`config.mk`:
```
export PLATFORM = sky130hd
export DESIGN_NAME = led_row_scanner
export DESIGN_NICKNAME = d
export VERILOG_FILES = /design/src/rtl/scan_pkg.sv /design/src/rtl/mux_tick_gen.sv /design/src/rtl/scan_seq.sv /design/src/rtl/duty_map.sv /design/src/rtl/led_row_scanner.sv
export SDC_FILE = /design/constraint.sdc
export NUM_CORES = 1
export LEC_CHECK = 0
export ABC_AREA = 1
export BUFFER_PORTS_ARGS = -buffer_cell sky130_fd_sc_hd__buf_4
export CELL_PAD_IN_SITES_DETAIL_PLACEMENT = 0
export CELL_PAD_IN_SITES_GLOBAL_PLACEMENT = 1
export CORE_MARGIN = 4
export CORE_UTILIZATION = 33
export CTS_CLUSTER_DIAMETER = 60
export DETAILED_ROUTE_END_ITERATION = 10
export PLACE_DENSITY_LB_ADDON = 0.12
export SYNTH_ARGS = -nofsm -noshare
export SYNTH_HDL_FRONTEND = slang
export SYNTH_SLANG_ARGS = --single-unit
```
`constraint.sdc`:
```
create_clock -name clk -period 2.1 [get_ports clk]
set_clock_uncertainty 0.1 [all_clocks]
set_input_delay 0.63 -clock clk [delete_from_list [all_inputs] [get_ports clk]]
set_output_delay 0.63 -clock clk [all_outputs]
set_load 0.02 [all_outputs]
```
`src/rtl/scan_pkg.sv`:
```
package scan_pkg;
  localparam int unsigned BRIGHT_W = 3;

  // Lit fraction per brightness code, in parts per thousand
  function automatic int unsigned duty_permille(int unsigned code);
    case (code)
      0:       return 1000;
      1:       return 530;
      2:       return 400;
      3:       return 270;
      4:       return 200;
      5:       return 130;
      6:       return 66;
      default: return 0;
    endcase
  endfunction

  // Lit steps per row period, rounded to nearest
  function automatic int unsigned duty_slots(int unsigned code, int unsigned slots);
    return (slots * duty_permille(code) + 500) / 1000;
  endfunction
endpackage

```
`src/rtl/mux_tick_gen.sv`:
```
module mux_tick_gen #(
  parameter int unsigned DIV = 16
) (
  input  logic clk,
  input  logic rst,
  input  logic int_tick,
  input  logic ext_tick,
  input  logic use_int,
  input  logic div_en,
  output logic scan_tick
);
  localparam int unsigned DIV_W = $clog2(DIV);

  logic             mux_tick;
  logic [DIV_W-1:0] pcnt;

  assign mux_tick = use_int ? int_tick : ext_tick;

  always_ff @(posedge clk) begin
    if (rst)           pcnt <= '0;
    else if (mux_tick) pcnt <= (pcnt == DIV_W'(DIV - 1)) ? '0 : pcnt + 1'b1;
  end

  assign scan_tick = div_en ? (mux_tick && pcnt == DIV_W'(DIV - 1)) : mux_tick;
endmodule

```
`src/rtl/scan_seq.sv`:
```
module scan_seq #(
  parameter int unsigned ROWS  = 7,
  parameter int unsigned SLOTS = 64
) (
  input  logic                     clk,
  input  logic                     rst,
  input  logic                     step,
  output logic [$clog2(ROWS)-1:0]  row_idx,
  output logic [$clog2(SLOTS)-1:0] slot_idx
);
  localparam int unsigned ROW_W  = $clog2(ROWS);
  localparam int unsigned SLOT_W = $clog2(SLOTS);

  always_ff @(posedge clk) begin
    if (rst) begin
      row_idx  <= '0;
      slot_idx <= '0;
    end else if (step) begin
      if (slot_idx == SLOT_W'(SLOTS - 1)) begin
        slot_idx <= '0;
        row_idx  <= (row_idx == ROW_W'(ROWS - 1)) ? '0 : row_idx + 1'b1;
      end else begin
        slot_idx <= slot_idx + 1'b1;
      end
    end
  end
endmodule

```
`src/rtl/duty_map.sv`:
```
module duty_map #(
  parameter int unsigned SLOTS = 64
) (
  input  logic [scan_pkg::BRIGHT_W-1:0]  code,
  output logic [$clog2(SLOTS+1)-1:0]     on_cnt
);
  localparam int unsigned ON_W   = $clog2(SLOTS + 1);
  localparam int unsigned NCODES = 1 << scan_pkg::BRIGHT_W;

  logic [ON_W-1:0] tab [NCODES];

  for (genvar g = 0; g < NCODES; g++) begin : g_tab
    assign tab[g] = ON_W'(scan_pkg::duty_slots(g, SLOTS));
  end

  assign on_cnt = tab[code];
endmodule

```
`src/rtl/led_row_scanner.sv`:
```
module led_row_scanner #(
  parameter int unsigned ROWS     = 7,
  parameter int unsigned COLS     = 40,
  parameter int unsigned SLOTS    = 64,
  parameter int unsigned PRESCALE = 16
) (
  input  logic                           clk,
  input  logic                           rst,
  input  logic                           int_tick,
  input  logic                           ext_tick,
  input  logic                           use_int,
  input  logic                           div16_en,
  input  logic [scan_pkg::BRIGHT_W-1:0]  bright_code,
  input  logic                           peak_full,
  input  logic                           blank,
  output logic [$clog2(ROWS)-1:0]        rd_row,
  input  logic [COLS-1:0]                rd_data,
  output logic [ROWS-1:0]                row_drive,
  output logic [COLS-1:0]                col_drive,
  output logic                           peak_out
);
  localparam int unsigned ROW_W  = $clog2(ROWS);
  localparam int unsigned SLOT_W = $clog2(SLOTS);
  localparam int unsigned ON_W   = $clog2(SLOTS + 1);

  logic              scan_tick;
  logic [ROW_W-1:0]  row_idx;
  logic [SLOT_W-1:0] slot_idx;
  logic [ON_W-1:0]   on_cnt;
  logic              strobe;
  logic              col_en;

  mux_tick_gen #(.DIV(PRESCALE)) u_tick (
    .clk(clk), .rst(rst), .int_tick(int_tick), .ext_tick(ext_tick),
    .use_int(use_int), .div_en(div16_en), .scan_tick(scan_tick)
  );

  scan_seq #(.ROWS(ROWS), .SLOTS(SLOTS)) u_seq (
    .clk(clk), .rst(rst), .step(scan_tick),
    .row_idx(row_idx), .slot_idx(slot_idx)
  );

  duty_map #(.SLOTS(SLOTS)) u_duty (
    .code(bright_code), .on_cnt(on_cnt)
  );

  assign rd_row = row_idx;
  assign strobe = ON_W'(slot_idx) < on_cnt;
  // step 0 is dark: RAM data still belongs to the previous row
  assign col_en = strobe && (slot_idx != '0) && !blank;

  always_ff @(posedge clk) begin
    if (rst) begin
      row_drive <= '0;
      col_drive <= '0;
      peak_out  <= 1'b0;
    end else begin
      row_drive <= strobe ? (ROWS'(1) << row_idx) : '0;
      col_drive <= col_en ? rd_data : '0;
      peak_out  <= peak_full;
    end
  end
endmodule

```
# After elaboration in Yosys (flattened, before gate mapping)
# Memory sizes are Yosys's and may differ from the RTL's.
# Cells that the tools add are included.
# word_totals
reg_bits	61
latchBits	0
mem_bits_ro	56
mem_count	1
output_inout_bits	51
mem_bits_rw	0
# classes
bitwise	3
n_shift	1
n_mul	0
magnitude_cmp	2
n_reduce_logical	8
div	0
n_eq_ne	3
mux	7
add_sub_neg	3
# mem_list
memory	words	word_bits	read_ports	rd_ports_with_merged_regs	write_ports	line	text
(no name shown)	8	7	1	0	0	duty_map.sv:16	assign on_cnt = tab[code];
# op_table
op	n
7-bit 2-to-1 mux	2
6-bit by 7-bit less-than comparator with 1-bit output	1
1-bit by 3-bit << shifter with 7-bit output, first input constant	1
6-bit by 1-bit adder with 6-bit output, second input constant	1
6-bit equality test, second input constant	1
6-bit 2-to-1 mux	1
6-bit nonzero test	1
4-bit by 1-bit adder with 4-bit output, second input constant	1
4-bit equality test, second input constant	1
4-bit greater-or-equal comparator, second input constant	1
4-bit 2-to-1 mux	1
3-bit inverter with 4-bit output	1
2-bit OR reduction	2
3-bit by 1-bit adder with 3-bit output, second input constant	1
3-bit equality test, second input constant	1
1-bit logical AND	3
3-bit 2-to-1 mux	1
1-bit 2-to-1 mux	2
1-bit inverter	2
2-bit AND reduction	1
1-bit zero test	1

# Logic depth before layout (Yosys ltp)
# Gate-level depths: netlist (run 1).
# logic_depth
depth_word	9
ltp_mapped	12
depth_no_buf	11

# Cells and area by module
# From an unflattened synthesis (run 1), not the netlist that was laid out.
# hier_totals
hier_cells	305
hier_area_um2	2477.4
# by_module_without_submodules
module	area_each_um2	cells_per_inst	n_inst
led_row_scanner	1705.4	188	1
scan_seq	426.7	61	1
mux_tick_gen	231.5	35	1
duty_map	113.9	21	1

# Worst setup path after synthesis (run 1)
# No wires, ideal clock.
# synth_path
kind	input-to-reg
startpoint	in bright_code[0] (netlist bit)
endpoint	reg col_drive[0]
path_stages	12
path_buffers	1
path_slack_ns	0.111
t_arrival_ns	1.827
path_cell_list	inv_1 > ha_1 > nand2_1 > ha_1 > nand2_1 > inv_1 > nand2_1 > nand2_1 > nand2_2 > nand3_4 > buf_6 > nor2_2
# synth_between
elab_chain_cells	9
# synth_rtl
item	line	text
start, declared	led_row_scanner.sv:13	input logic [scan_pkg::BRIGHT_W-1:0] bright_code,
3-bit inverter with 4-bit output (implied by the code)	duty_map.sv:16	
memory read 8 x 7 bit	n/a	
7-bit 2-to-1 mux (implied by the code) (2 in series)	duty_map.sv:16	
6-bit by 7-bit less-than comparator with 1-bit output	led_row_scanner.sv:48	assign strobe = ON_W'(slot_idx) < on_cnt;
1-bit logical AND (2 in series)	led_row_scanner.sv:50	assign col_en = strobe && (slot_idx != '0) && !blank;
1-bit inverter (no line)	n/a	
2-bit OR reduction (no line)	n/a	
end signal, assigned	led_row_scanner.sv:59	col_drive <= col_en ? rd_data : '0;
end, declared	led_row_scanner.sv:19	output logic [COLS-1:0] col_drive,
# No other way between the ends. The select of a mux whose other input is x is not followed.
# A chain may end at the register's enable or synchronous reset.

# Worst setup path after layout (run 1)
# layout_path
startpoint	in bright_code[0] (netlist bit)
endpoint	reg col_drive[33]
# The elaborated chain is that of the path after synthesis.

==> results by group, run 1 <==
Pwr
  • Clock power frac: 46.6%
  • Power Total: 0.00275 W
  • Cell Pwr Density: 792 mW/mm2
  • Psw: 0.000606 W
  • Worst VDD drop: 0.000322 V
  • Combinational power share: 9.8%
  • Reg power frac: 43.6%
  • Switching Share: 22.0%
  • Internal Power: 0.00215 W
  • Pleak: 1.85 nW

GRT
  • Pin count of the biggest net entering global routing: 31
  • First-pass GRT wire length: 8680 um
  • Initial antenna violation count: 0
  • All-Layer GR Usage: 12.9%
  • Vias in the first global route: 1977
  • Total gr overflow: 0

Critical path
  • Critical path data required time: 2.26 ns
  • R2r setup slk: 0.50 ns
  • WP data arrival: 2.11 ns
  • Crit end category: register
  • FF-to-FF Start: u_seq.slot_idx[5]
  • CP Max Fanout: 30
  • Worst r2r dst: col_drive[33]
  • Crit path launch type: input pin
  • Crit path kind: in -> reg
  • R2R cell count: 9

Route
  • Final wirelength: 5190 um
  • Vias/cell: 4.02
  • Initial DRT Pass Iterations: 6
  • Drc violations: 0
  • Post-DRT Antenna Nets: 0
  • Iter 0 DRT Violations: 37
  • Vias: 2008
  • Wire length per cell: 10.4 um

STA
  • Final Hold Vio Count: 0
  • Max-slew headroom: 83.7%
  • Worst-Margin Slew: 0.243 ns
  • Final period util: 92.9%
  • RSZ-0062 raised after global routing: no
  • Max-slew violations: 0
  • Final min period: 1.95 ns
  • Final setup viols: 0
  • Setup TNS: 0 ns
  • FMAX: 513 MHz

Clock network
  • Cts hold-fix bufs: 0
  • Clock Pin Slew Worst Setup and Hold Paths: 0.07 ns
  • Post-CTS Setup Bufs: 0
  • Cts bufs inserted: 9
  • H-tree depth: 3
  • CTS tree: done
  • Clock Path Buffers: 2
  • Clock latency on the worst-skew pair: 0.33 ns
  • Post-CTS Resized: 0
  • Root buf cell: clkbuf_8
  • Clock sink total: 61

Synth
  • Mapped cell area: 0.00235 mm2
  • Post-synth cell types: 20
  • Yosys top cell area share: 52.0%
  • Most common cell in the netlist: inv_1
  • Syn Inst Count: 287
  • Dominant cells by area after synthesis: dfxtp_1 52%, inv_1 11%, ha_1 6.4%, nand2_1 6.4%, nor2_1 5.4%
  • Sequential share of the synthesized area: 52.0%
  • Synth warnings: 0
  • Post-synth ARST share: 0%
  • Top cell type by total area after synthesis: dfxtp_1
  • Number of enable flip-flop cells after synthesis: 0
  • Synth Net Count: 350
  • Dominant register cell in the synthesized netlist: dfxtp_1
  • Post-Synthesis Mean Instance Area: 8.18 um2
  • Synth cell count leaders: 67 x inv_1, 61 x dfxtp_1, 40 x nand2_1
  • FF+latch count, synth: 61

Placed design
  • IO Port Bufs: 101
  • Post-DP HPWL: 4090 um
  • Placer Congestion: 0.761
  • Placed cell area: 0.00323 mm2

Hold path
  • Hold path depth: 1
  • Hold Path Class: reg -> reg
  • Hold Path End: u_tick.pcnt[3]
  • Hold path startpoint: u_tick.pcnt[3]

Finish
  • Fin nets: 462
  • Final Core Density: 50.6%
  • Ant. Diodes: 0
  • Area delta synth->final: 48.0%
  • Fin area: 0.00348 mm2
  • Layout cells sized above 1: 36.9%

Status
  • Status: finished clean

Floorplan
  • I/O Pins: 102
  • Starting Density: 34.2%
  • Area of the core: 0.00687 mm2
  • Cell row count: 30
  • Die Ht: 92.4 um
  • Die X: 92.4 um
  • Die ar.: 0.00853 mm2

Flow run
  • Max-cap violation count: 0
## critical path: stages
cell and delay [ns]:
buf_4 0.09, inv_1 0.06, ha_1 0.19, o21ai_0 0.21, ha_1 0.27, and3_1 0.18, nand2_2 0.10, nand3_4 0.09
buf_12 0.18, nor2_1 0.11
## per-stage QoR
step                      std cells  hold slack, ns  worst slack, ns
after floorplan                 287           0.323            0.111
after CTS                       500           0.358            0.135
after global routing            500           0.402           0.0151
after global placement          484           0.345           -0.146
after detailed placement        484           0.347           -0.219
final                           500           0.351            0.149
## cell usage in the layout (no fill, tap or decap), drive strengths merged
master and count:
nand3 15, a211oi 1, inv 70, o21ai 9, nor2 55, and3 1, xor2 1, a21oi 14
bufinv 3, clkinvlp 1, clkbuf 11, o21bai 1, buf 106, nand2 43, ha 12, dfxtp 61
## cells by family after synthesis
| family | count (synthesis) | share of synthesized area (%) |
|---|---|---|
| XOR/XNOR | 1 | 0.373 |
| AND/OR/NAND/NOR | 114 | 22.4 |
| adder cells (fa/ha/maj) | 12 | 6.39 |
| flip-flops | 61 | 52.0 |
| AO/OA/AOI/OAI | 25 | 5.70 |
| buffers and inverters | 74 | 13.1 |
## sequential cells by signal, indices dropped and copies added, names as in the netlist
name,flops
col_drive,40
row_drive,7
u_seq.slot_idx,6
u_tick.pcnt,4
u_seq.row_idx,3
peak_out,1
## layout make-up
| class | instances | area [um2] |
|---|---|---|
| timing repair buffer | 106 | 808 |
| tap | 96 | 120 |
| fill | 698 | 3390 |
| clock buffer | 11 | 141 |
| inverter | 69 | 259 |
| multi-input combinational | 152 | 820 |
| sequential | 61 | 1220 |
| clock inverter | 5 | 106 |
## layer usage
layer	part of all wire [%]	global-route usage (%)	vias up
li1	-	-	1069
met1	43	15.1	859
met2	46	20.5	71
met3	8.7	4.22	9
met4	2.1	7.55	0
met5	0	0	-
## power by group through the flow
| stage | clock network, W | registers, W | logic [W] |
|---|---|---|---|
| 6_report | 0.00128 | 0.00120 | 0.000270 |
| 5_1_grt | 0.00138 | 0.00120 | 0.000305 |
| 4_1_cts | 0.00133 | 0.00120 | 0.000276 |
| 3_5_place_dp | 0 | 0.00123 | 0.000275 |
| 3_3_place_gp | 0 | 0.00123 | 0.000273 |
| 2_1_floorplan | 0 | 0.00126 | 0.000109 |
## worst max path at each step
stage / from / endpoint / slack [ns] / depth (start not counted)
after floorplan: bright_code[0] / col_drive[0] / 0.11 / 12
after global routing: bright_code[0] / col_drive[33] / 0.02 / 13
after global placement: bright_code[1] / col_drive[7] / -0.15 / 13
after detailed placement: bright_code[0] / col_drive[33] / -0.22 / 10
final: bright_code[0] / col_drive[33] / 0.15 / 10
after CTS: bright_code[0] / col_drive[33] / 0.13 / 10
Power figures use the tool's default switching activity.
==> inputs of run 2 (changes only) <==
--- a/config.mk
+++ b/config.mk
@@ -13,7 +13,7 @@
 export CORE_UTILIZATION = 33
 export CTS_CLUSTER_DIAMETER = 60
 export DETAILED_ROUTE_END_ITERATION = 10
-export PLACE_DENSITY_LB_ADDON = 0.12
+export PLACE_DENSITY = 0.8
 export SYNTH_ARGS = -nofsm -noshare
 export SYNTH_HDL_FRONTEND = slang
 export SYNTH_SLANG_ARGS = --single-unit
==> run 2 against run 1 <==
Sequential cell count is the same. Highest routed layer unchanged. Sequential power is essentially flat. Critical path type unchanged. Non-clock buffer count is the same. Core utilization shrank 0.55 points. Fmax grew 1.5%. Design area shrank 1.1%.
==> results by group, run 2 (synthesized netlist as in run 1, its figures left out) <==
Critical path
  • Crit end category: register
  • R2r setup slk: 0.52 ns
  • WP data arrival: 2.09 ns
  • Crit path launch type: input pin
  • Critical path data required time: 2.27 ns
  • Crit path kind: in -> reg
  • CP Max Fanout: 27

STA
  • Final setup viols: 0
  • Final Hold Vio Count: 0
  • Worst-Margin Slew: 0.247 ns
  • RSZ-0062 raised after global routing: no
  • Max-slew violations: 0
  • Final min period: 1.92 ns
  • Max-slew headroom: 83.4%
  • Final period util: 91.5%
  • FMAX: 520 MHz
  • Setup TNS: 0 ns

Finish
  • Register Area: 0.00122 mm2
  • Most frequent cells in the layout: 104 x buf_4, 67 x inv_1, 61 x dfxtp_1
  • Final Core Density: 50.1%
  • Largest register FFs: 40
  • Ant. Diodes: 0
  • Layout cells sized above 1: 37.1%
  • Most common cell after layout, fill and taps aside: buf_4
  • Largest Register: col_drive
  • Area delta synth->final: 46.4%
  • Number of fill cells in the layout: 681
  • Fin nets: 462
  • Registers with the most flip-flops: col_drive x40, row_drive x7, u_seq.slot_idx x6
  • Footprint of the multi-input gates: 820 um2

Route
  • Final wirelength: 5060 um
  • Iter 0 DRT Violations: 40
  • Initial DRT Pass Iterations: 4
  • Vias/cell: 4.03
  • Drc violations: 0
  • Post-DRT Antenna Nets: 0
  • Wire length per cell: 10.1 um
  • Vias: 2016

Floorplan
  • Die Ht: 92.4 um
  • Area of the core: 0.00687 mm2
  • Cell row count: 30
  • I/O Pins: 102
  • Starting Density: 34.2%
  • Die X: 92.4 um
  • Die ar.: 0.00853 mm2

GRT
  • Pin count of the biggest net entering global routing: 28
  • Total gr overflow: 0
  • All-Layer GR Usage: 12.2%
  • Initial antenna violation count: 0
  • Vias in the first global route: 1876
  • First-pass GRT wire length: 8210 um

Pwr
  • Pleak: 1.84 nW
  • Cell Pwr Density: 726 mW/mm2
  • Worst VDD drop: 0.000346 V
  • Combinational power share: 11.0%
  • Psw: 0.000617 W
  • Internal Power: 0.00188 W
  • Reg power frac: 48.1%
  • Clock power frac: 40.9%
  • Switching Share: 24.7%

Placed design
  • Post-DP HPWL: 4060 um
  • IO Port Bufs: 101
  • Placer Congestion: 0.786

Clock network
  • CTS tree: done
  • Clock sink total: 61
  • Root buf cell: clkbuf_8
  • Cts hold-fix bufs: 0
  • Post-CTS Setup Bufs: 0
  • H-tree depth: 3
  • Post-CTS Resized: 0
  • Clock Pin Slew Worst Setup and Hold Paths: 0.07 ns
  • Clock Path Buffers: 2
  • Cts bufs inserted: 9
  • Clock latency on the worst-skew pair: 0.33 ns

Hold path
  • Hold Path Class: reg -> reg

Flow run
  • Max-cap violation count: 0

Status
  • Status: finished clean
==> run 2: layout make-up <==
type,instances,area share (%)
Timing Repair Buffer,106,23.9
Sequential cell,61,35.5
Inverter,69,7.53
Clock inverter,7,2.15
Tap cell,96,3.49
Multi-Input combinational cell,152,23.8
Clock buffer,9,3.60
==> run 2: power by group through the flow <==
stage / Clock, W / Combinational (W) / Sequential, W
6_report: 0.00102 / 0.000274 / 0.00120
5_1_grt: 0.00111 / 0.000306 / 0.00120
4_1_cts: 0.00106 / 0.000279 / 0.00120
3_5_place_dp: 0 / 0.000278 / 0.00123
3_3_place_gp: 0 / 0.000276 / 0.00123
2_1_floorplan: 0 / 0.000109 / 0.00126
==> run 2: metrics by stage <==
step           setup slack [ns]  total power, W  instance area [um2]  instances  hold slack [ns]
6_report                  0.178         0.00249                 3440        500            0.354
5_1_grt                  0.0351         0.00262                 3440        500            0.395
4_1_cts                   0.176         0.00254                 3440        500            0.362
3_5_place_dp             -0.178         0.00150                 3240        484            0.352
3_3_place_gp             -0.134         0.00150                 3240        484            0.344
2_1_floorplan             0.111         0.00136                 2350        287            0.323
==> run 2: worst max-delay path, stage by stage <==
cell and delay, ns:
buf_4 0.13, inv_1 0.07, ha_1 0.14, nand2_1 0.06
ha_1 0.29, nand2_1 0.07, inv_1 0.05, nand3_1 0.06
nand2_1 0.08, nor2_4 0.13, nand3_4 0.11, buf_12 0.17
nor2_1 0.09
==> run 2: path summary, 6_finish.rpt <==
check | start | endpoint | depth (start not counted)
min | u_tick.pcnt[3] | u_tick.pcnt[3] | 1
max | bright_code[1] | col_drive[28] | 13
max reg2reg | u_tick.pcnt[0] | u_seq.slot_idx[0] | 8
min reg2reg | u_tick.pcnt[3] | u_tick.pcnt[3] | 1
==> run 2: layer usage <==
metal / GRT usage, % / wire length, um
met1: 14.2 / 2110
met2: 19.4 / 2370
met3: 4.63 / 513
met4: 6.31 / 61
met5: 0 / 0
